`src/rtl/gpio_pkg.sv`:
```
package gpio_pkg;

  localparam int PIN_CNT = 16;
  localparam int IDX_W   = $clog2(PIN_CNT);
  localparam int ADDR_W  = 8;
  localparam int DATA_W  = 32;

  localparam logic [ADDR_W-1:0] OFS_OUT     = 8'h00;
  localparam logic [ADDR_W-1:0] OFS_OUT_SET = 8'h04;
  localparam logic [ADDR_W-1:0] OFS_OUT_CLR = 8'h08;
  localparam logic [ADDR_W-1:0] OFS_DIR     = 8'h0C;
  localparam logic [ADDR_W-1:0] OFS_DIR_SET = 8'h10;
  localparam logic [ADDR_W-1:0] OFS_DIR_CLR = 8'h14;
  localparam logic [ADDR_W-1:0] OFS_IN      = 8'h18;
  localparam logic [ADDR_W-1:0] OFS_ST      = 8'h1C;
  localparam logic [ADDR_W-1:0] OFS_ST_SET  = 8'h20;
  localparam logic [ADDR_W-1:0] OFS_ST_CLR  = 8'h24;
  localparam logic [ADDR_W-1:0] OFS_CTRL    = 8'h28;
  localparam int                CTRL_END    = 'h28 + 4 * PIN_CNT;

  localparam int DRIVE_BIT = 2;
  localparam int TRIG_LO   = 7;
  localparam int TRIG_W    = 3;

  typedef enum logic [TRIG_W-1:0] {
    TRIG_NONE = 3'b000,
    TRIG_RISE = 3'b001,
    TRIG_FALL = 3'b010,
    TRIG_ANY  = 3'b011,
    TRIG_LOW  = 3'b100,
    TRIG_HIGH = 3'b101
  } trigCode_t;

  typedef enum logic [2:0] {
    RD_ZERO,
    RD_OUT,
    RD_DIR,
    RD_IN,
    RD_ST,
    RD_CTRL
  } rdSel_t;

  typedef struct packed {
    logic             outWr;
    logic             outSet;
    logic             outClr;
    logic             dirWr;
    logic             dirSet;
    logic             dirClr;
    logic             stWr;
    logic             stSet;
    logic             stClr;
    logic             ctrlWr;
    logic [IDX_W-1:0] ctrlIdx;
  } gpioStrobe_t;

endpackage

```
`src/rtl/gpio_sync.sv`:
```
module gpio_sync
  import gpio_pkg::*;
#(
  parameter int WIDTH = PIN_CNT
) (
  input  logic             clk,
  input  logic             rst_n,
  input  logic [WIDTH-1:0] padIn,
  output logic [WIDTH-1:0] syncLvl,
  output logic [WIDTH-1:0] syncPrev
);

  logic [WIDTH-1:0] stage1;

  always_ff @(posedge clk or negedge rst_n) begin
    if (!rst_n) begin
      stage1   <= '0;
      syncLvl  <= '0;
      syncPrev <= '0;
    end else begin
      stage1   <= padIn;
      syncLvl  <= stage1;
      syncPrev <= syncLvl;
    end
  end

endmodule

```
`src/rtl/gpio_bus_decode.sv`:
```
module gpio_bus_decode
  import gpio_pkg::*;
(
  input  logic [ADDR_W-1:0] busAddr,
  input  logic              busWe,
  output gpioStrobe_t       stb,
  output rdSel_t            rdSel
);

  logic [ADDR_W-1:0] wordIdx;
  logic              inCtrl;
  logic              unusedIdx;

  assign wordIdx   = (busAddr - OFS_CTRL) >> 2;
  assign unusedIdx = ^wordIdx[ADDR_W-1:IDX_W];
  assign inCtrl    = (busAddr[1:0] == 2'b00) &&
                     (busAddr >= OFS_CTRL) &&
                     (int'(busAddr) < CTRL_END);

  always_comb begin
    stb         = '0;
    rdSel       = RD_ZERO;
    stb.ctrlIdx = wordIdx[IDX_W-1:0];
    case (busAddr)
      OFS_OUT:     begin rdSel = RD_OUT; stb.outWr = busWe; end
      OFS_OUT_SET: stb.outSet = busWe;
      OFS_OUT_CLR: stb.outClr = busWe;
      OFS_DIR:     begin rdSel = RD_DIR; stb.dirWr = busWe; end
      OFS_DIR_SET: stb.dirSet = busWe;
      OFS_DIR_CLR: stb.dirClr = busWe;
      OFS_IN:      rdSel = RD_IN;
      OFS_ST:      begin rdSel = RD_ST; stb.stWr = busWe; end
      OFS_ST_SET:  stb.stSet = busWe;
      OFS_ST_CLR:  stb.stClr = busWe;
      default: begin
        if (inCtrl) begin
          rdSel      = RD_CTRL;
          stb.ctrlWr = busWe;
        end
      end
    endcase
  end

endmodule

```
`src/rtl/gpio_datapath.sv`:
```
module gpio_datapath
  import gpio_pkg::*;
(
  input  logic               clk,
  input  logic               rst_n,
  input  gpioStrobe_t        stb,
  input  rdSel_t             rdSel,
  input  logic [DATA_W-1:0]  busWdata,
  input  logic [PIN_CNT-1:0] syncLvl,
  input  logic [PIN_CNT-1:0] syncPrev,
  output logic [DATA_W-1:0]  busRdata,
  output logic [PIN_CNT-1:0] padOut,
  output logic [PIN_CNT-1:0] padOe,
  output logic               irq
);

  logic [PIN_CNT-1:0] outReg;
  logic [PIN_CNT-1:0] dirReg;
  logic [PIN_CNT-1:0] statReg;
  logic [PIN_CNT-1:0] statNext;
  logic [PIN_CNT-1:0] hwSet;
  logic [PIN_CNT-1:0] wBits;
  logic               driveReg [PIN_CNT];
  logic [TRIG_W-1:0]  trigReg  [PIN_CNT];
  logic               unusedWdata;

  assign wBits       = busWdata[PIN_CNT-1:0];
  assign unusedWdata = ^busWdata[DATA_W-1:PIN_CNT];

  function automatic logic trigHit(input logic [TRIG_W-1:0] code,
                                   input logic lvl, input logic prv);
    case (code)
      TRIG_RISE: trigHit = lvl & ~prv;
      TRIG_FALL: trigHit = ~lvl & prv;
      TRIG_ANY:  trigHit = lvl ^ prv;
      TRIG_LOW:  trigHit = ~lvl;
      TRIG_HIGH: trigHit = lvl;
      default:   trigHit = 1'b0;
    endcase
  endfunction

  always_ff @(posedge clk or negedge rst_n) begin
    if (!rst_n) begin
      outReg <= '0;
    end else if (stb.outWr) begin
      outReg <= wBits;
    end else if (stb.outSet) begin
      outReg <= outReg | wBits;
    end else if (stb.outClr) begin
      outReg <= outReg & ~wBits;
    end
  end

  always_ff @(posedge clk or negedge rst_n) begin
    if (!rst_n) begin
      dirReg <= '0;
    end else if (stb.dirWr) begin
      dirReg <= wBits;
    end else if (stb.dirSet) begin
      dirReg <= dirReg | wBits;
    end else if (stb.dirClr) begin
      dirReg <= dirReg & ~wBits;
    end
  end

  for (genvar p = 0; p < PIN_CNT; p++) begin : g_pin
    always_ff @(posedge clk or negedge rst_n) begin
      if (!rst_n) begin
        driveReg[p] <= 1'b0;
        trigReg[p]  <= '0;
      end else if (stb.ctrlWr && stb.ctrlIdx == IDX_W'(p)) begin
        driveReg[p] <= busWdata[DRIVE_BIT];
        trigReg[p]  <= busWdata[TRIG_LO +: TRIG_W];
      end
    end

    assign hwSet[p]  = trigHit(trigReg[p], syncLvl[p], syncPrev[p]);
    assign padOut[p] = driveReg[p] ? 1'b0 : outReg[p];
    assign padOe[p]  = dirReg[p] & (~driveReg[p] | ~outReg[p]);
  end

  always_comb begin
    statNext = statReg;
    if (stb.stWr) begin
      statNext = wBits;
    end else if (stb.stSet) begin
      statNext = statReg | wBits;
    end else if (stb.stClr) begin
      statNext = statReg & ~wBits;
    end
    statNext = statNext | hwSet;
  end

  always_ff @(posedge clk or negedge rst_n) begin
    if (!rst_n) begin
      statReg <= '0;
    end else begin
      statReg <= statNext;
    end
  end

  assign irq = |statReg;

  always_comb begin
    busRdata = '0;
    case (rdSel)
      RD_OUT: busRdata[PIN_CNT-1:0] = outReg;
      RD_DIR: busRdata[PIN_CNT-1:0] = dirReg;
      RD_IN:  busRdata[PIN_CNT-1:0] = syncLvl;
      RD_ST:  busRdata[PIN_CNT-1:0] = statReg;
      RD_CTRL: begin
        busRdata[DRIVE_BIT]          = driveReg[stb.ctrlIdx];
        busRdata[TRIG_LO +: TRIG_W]  = trigReg[stb.ctrlIdx];
      end
      default: busRdata = '0;
    endcase
  end

  AST_OUT_SET_APPLIES: assert property (@(posedge clk) disable iff (!rst_n)
    stb.outSet |=> ((outReg & $past(wBits)) == $past(wBits)));

  AST_DIR_CLR_APPLIES: assert property (@(posedge clk) disable iff (!rst_n)
    stb.dirClr |=> ((dirReg & $past(wBits)) == '0));

  AST_STATUS_STICKY: assert property (@(posedge clk) disable iff (!rst_n)
    !(stb.stWr || stb.stClr) |=> (($past(statReg) & ~statReg) == '0));

  AST_HW_BEATS_CLEAR: assert property (@(posedge clk) disable iff (!rst_n)
    (hwSet != '0) |=> ((statReg & $past(hwSet)) == $past(hwSet)));

endmodule

```
`src/rtl/gpio_irq_ctrl.sv`:
```
module gpio_irq_ctrl
  import gpio_pkg::*;
(
  input  logic               clk,
  input  logic               rst_n,
  input  logic [ADDR_W-1:0]  busAddr,
  input  logic               busWe,
  input  logic [DATA_W-1:0]  busWdata,
  output logic [DATA_W-1:0]  busRdata,
  input  logic [PIN_CNT-1:0] padIn,
  output logic [PIN_CNT-1:0] padOut,
  output logic [PIN_CNT-1:0] padOe,
  output logic               irq
);

  gpioStrobe_t        stb;
  rdSel_t             rdSel;
  logic [PIN_CNT-1:0] syncLvl;
  logic [PIN_CNT-1:0] syncPrev;

  gpio_sync #(.WIDTH(PIN_CNT)) u_sync (
    .clk      (clk),
    .rst_n    (rst_n),
    .padIn    (padIn),
    .syncLvl  (syncLvl),
    .syncPrev (syncPrev)
  );

  gpio_bus_decode u_decode (
    .busAddr (busAddr),
    .busWe   (busWe),
    .stb     (stb),
    .rdSel   (rdSel)
  );

  gpio_datapath u_data (
    .clk      (clk),
    .rst_n    (rst_n),
    .stb      (stb),
    .rdSel    (rdSel),
    .busWdata (busWdata),
    .syncLvl  (syncLvl),
    .syncPrev (syncPrev),
    .busRdata (busRdata),
    .padOut   (padOut),
    .padOe    (padOe),
    .irq      (irq)
  );

  AST_IRQ_FALL_NEEDS_WRITE: assert property (@(posedge clk) disable iff (!rst_n)
    $fell(irq) |-> $past(busWe));

endmodule

```
`config.mk`:
```
export PLATFORM = sky130hd
export DESIGN_NAME = gpio_irq_ctrl
export DESIGN_NICKNAME = d
export VERILOG_FILES = /design/src/rtl/gpio_pkg.sv /design/src/rtl/gpio_sync.sv /design/src/rtl/gpio_bus_decode.sv /design/src/rtl/gpio_datapath.sv /design/src/rtl/gpio_irq_ctrl.sv
export SDC_FILE = /design/constraint.sdc
export NUM_CORES = 1
export LEC_CHECK = 0
export ABC_AREA = 0
export BUFFER_PORTS_ARGS = -buffer_cell sky130_fd_sc_hd__buf_2
export CAP_MARGIN = 10
export CORE_MARGIN = 2
export CORE_UTILIZATION = 45
export DETAILED_ROUTE_END_ITERATION = 10
export PLACE_DENSITY = 0.64
export REMOVE_ABC_BUFFERS = 1
export SYNTH_ARGS = -nofsm -noshare
export SYNTH_HDL_FRONTEND = slang
export SYNTH_SLANG_ARGS = --single-unit
```
`constraint.sdc`:
```
create_clock -name clk -period 5.53 [get_ports clk]
set_clock_uncertainty 0.15 [all_clocks]
set_input_delay 1.106 -clock clk [delete_from_list [all_inputs] [get_ports clk]]
set_output_delay 1.106 -clock clk [all_outputs]
set_load 0.1 [all_outputs]
```
==> impl_metrics.env <==
export IMPL_synth_edf_count=0
export IMPL_cts_sinks=160
export IMPL_post_place_cells=1137
export IMPL_outcome="finished, final reports clean"
export IMPL_clock_root_buffer="clkbuf_16"
export IMPL_maxClockFrequency_mhz=216
export IMPL_detailroute_via_count=6729
export IMPL_crit_arrival_ns=3.38
export IMPL_finalHoldViolations=0
export IMPL_die_w_um=146
export IMPL_clk_latency_ns=0.43
export IMPL_placement_setup_worst_slack_ns=0.931
export IMPL_layout_drive_gt1_share=0.262
export IMPL_nNetsFinal=978
export IMPL_timing_final_crit_period_ns=4.64
export IMPL_power_density_nw_per_um2=287
export IMPL_worst_setup_path_type="in -> out"
export IMPL_final_layout_fill_cell_count=1812
export IMPL_synth_warnings=0
export IMPL_start_kind="input port"
export IMPL_post_cts_resized=0
export IMPL_htree_levels=4
export IMPL_routed_wirelength_mm=23.8
export IMPL_firstDrtPassIters=5
export IMPL_global_route_usage_met1=0.319
export IMPL_viasPerCell=5.76
export IMPL_clk_path_buf_depth=2
export IMPL_antenna_cells_inserted=0
export IMPL_post_synth_top_cells="160 x dfrtp_1, 66 x mux2_2, 64 x inv_1"
export IMPL_post_synth_inst_count=813
export IMPL_total_leakage_power_nw=4.90
export IMPL_synth_top_area_share=0.440
export IMPL_initial_utilization=0.454
export IMPL_global_route_overflow_total=0
export IMPL_place_detailed_hpwl_mm=16.3
export IMPL_global_route_usage_met2=0.359
export IMPL_unique_masters_post_synth=57
export IMPL_fp_dieArea_um2=21400
export IMPL_maximum_fanout_count_along_the_critical_path=15
export IMPL_track_usage=0.228
export IMPL_placeableCoreArea_um2=20000
export IMPL_yosys_register_bits=160
export IMPL_placement_rows=52
export IMPL_final_antenna_net_count=0
export IMPL_postSynth_asyncResetShare=1.00
export IMPL_grt_first_pass_wirelength_mm=37.3
export IMPL_final_instance_count_excl_fill=1168
export IMPL_period_share=0.839
export IMPL_synth_top_cell_by_area="dfrtp_1"
export IMPL_yosysSeqAreaShare=0.440
export IMPL_critPathCaptureType="primary output"
export IMPL_path_clk_slew_ns=0.06
export IMPL_io_pin_count=124
export IMPL_area_growth_pct=15.5
export IMPL_report_final_setup_viol=0
export IMPL_worst_ep_required_time_ns=4.27
export IMPL_tritoncts_num_buffers=17
export IMPL_stdcell_area_um2=10500
export IMPL_unrepaired_setup_endpoints_after_global_routing="no"
export IMPL_drv_slew=0
export IMPL_cts_tree="yes"
export IMPL_cts_hold_fix_buffers=0
export IMPL_first_iter_violations=510
export IMPL_grt_util_met3=0.0438
export IMPL_maxCapViolations=0
export IMPL_maxSlewHeadroom=0.211
export IMPL_postPlaceCellArea_um2=9930
export IMPL_gr_max_usage_layer="met2"
export IMPL_synth_cell_area_um2=9100
export IMPL_grt_max_degree=83
export IMPL_vdd_ir_drop_worst_mv=0.221
export IMPL_cts_repair_timing_setup_buffer_count=0
export IMPL_routed_wire_length_per_instance_um=20.3
export IMPL_antenna_found_initial=1
export IMPL_hold_path_class="reg -> reg"
export IMPL_finish_utilization=0.524
export IMPL_setup_tns_ns=0
export IMPL_number_of_global_route_vias_before_repair=6493
export IMPL_port_buffers=91
export IMPL_routability_cong=0.890
export IMPL_post_route_worst_setup_slack_ns=0.890
export IMPL_synthesis_area_per_instance_um2=11.2
export IMPL_timing_worst_slew_pin_value_ns=1.17
export IMPL_drcViolationCount=0
export IMPL_dieHeight_um=146
export IMPL_synth_main_ff_cell="dfrtp_1"
export IMPL_yosys_cell_count_top_type="dfrtp_1"
export IMPL_synthTopCellsByArea="dfrtp_1 44%, mux2_2 8.2%, ha_1 4.5%"
==> through the flow <==
step / hold WS [ns] / power [mW]
6_report: 0.196 / 3.02
5_1_grt: 0.205 / 3.15
4_1_cts: 0.200 / 3.05
3_5_place_dp: 0.185 / 1.88
3_3_place_gp: 0.183 / 1.87
2_1_floorplan: 0.181 / 1.71
==> logic make-up (layout without fill, tap and decap cells) <==
logic type,Yosys count,in the layout,share of synthesized area
AO/OA/AOI/OAI,200,200,0.158
XOR/XNOR,3,3,0.00371
adder cells (fa/ha/maj),33,33,0.0454
buffers and inverters,124,194,0.0644
flip-flops,160,160,0.440
multiplexers,123,123,0.170
other,1,16,0.000412
AND/OR/NAND/NOR,169,169,0.117
==> area by class of cell <==
class                           count  area, µm²  share of cell area
Multi-Input combinational cell    544       4580               0.436
Sequential cell                   160       4000               0.381
Timing Repair Buffer               99        772              0.0735
Clock buffer                       20        457              0.0435
Tap cell                          270        338              0.0322
Inverter                           64        240              0.0229
Clock inverter                     11        114              0.0108
==> placed cells by master (no fill, tap or decap), types with 4 or more instances in the layout <==
cell	Yosys	final
dfrtp_1	160	160
buf_2	12	75
mux2_2	66	66
inv_1	64	64
o21ai_0	43	43
a22oi_1	40	40
nand2_1	39	39
o211ai_1	34	34
ha_1	33	33
nor2b_1	31	31
nand3_1	25	25
mux2i_1	23	23
a21oi_1	20	20
mux2_1	18	18
nor2_1	17	17
a22o_1	17	17
clkbuf_16	0	17
buf_12	0	17
a2bb2oi_1	16	16
a21boi_0	16	16
conb_1	1	16
mux4_2	13	13
nor3_4	11	11
clkinv_2	0	6
buf_4	20	6
and2_1	5	5
nand2b_1	5	5
and3_1	4	4
nand4_1	4	4
nor4_1	4	4
nand3_2	4	4
==> critical path, cell delays in order <==
cell,delay [ns]
buf_2,0.31
inv_1,0.09
ha_1,0.27
xnor2_2,0.52
mux2_2,0.31
nand4b_1,0.10
o211ai_1,0.17
buf_2,0.49
==> metal layers <==
layer  wire length [µm]  vias to the layer above
li1                   -                     3092
met1              10500                     3362
met2              11100                      241
met3               1570                       32
met4                559                        2
met5                 13                        -
==> final timing paths <==
kind	from	slack, ns	endpoint	cells after the start
max in group asynchronous	rst_n	3.77	u_sync.syncPrev[1]	2
worst min-delay path	u_sync.stage1[2]	0.20	u_sync.syncLvl[2]	0
min in group asynchronous	rst_n	0.56	u_data.trigReg[1]	1
worst max register to register	u_sync.syncLvl[9]	3.74	u_data.statReg[9]	5
worst max-delay path	busAddr[4]	0.89	busRdata[2]	8
worst min register to register	u_sync.stage1[2]	0.20	u_sync.syncLvl[2]	0
==> power by group <==
part	internal [mW]	total [mW]	leakage [nW]	switching (mW)
Clock	0.682	1.16	0.282	0.473
Combinational	0.155	0.532	2.59	0.376
Sequential	1.25	1.33	2.02	0.0834
Total	2.09	3.02	4.90	0.933
No activity file was read; power rests on OpenSTA's default activity.
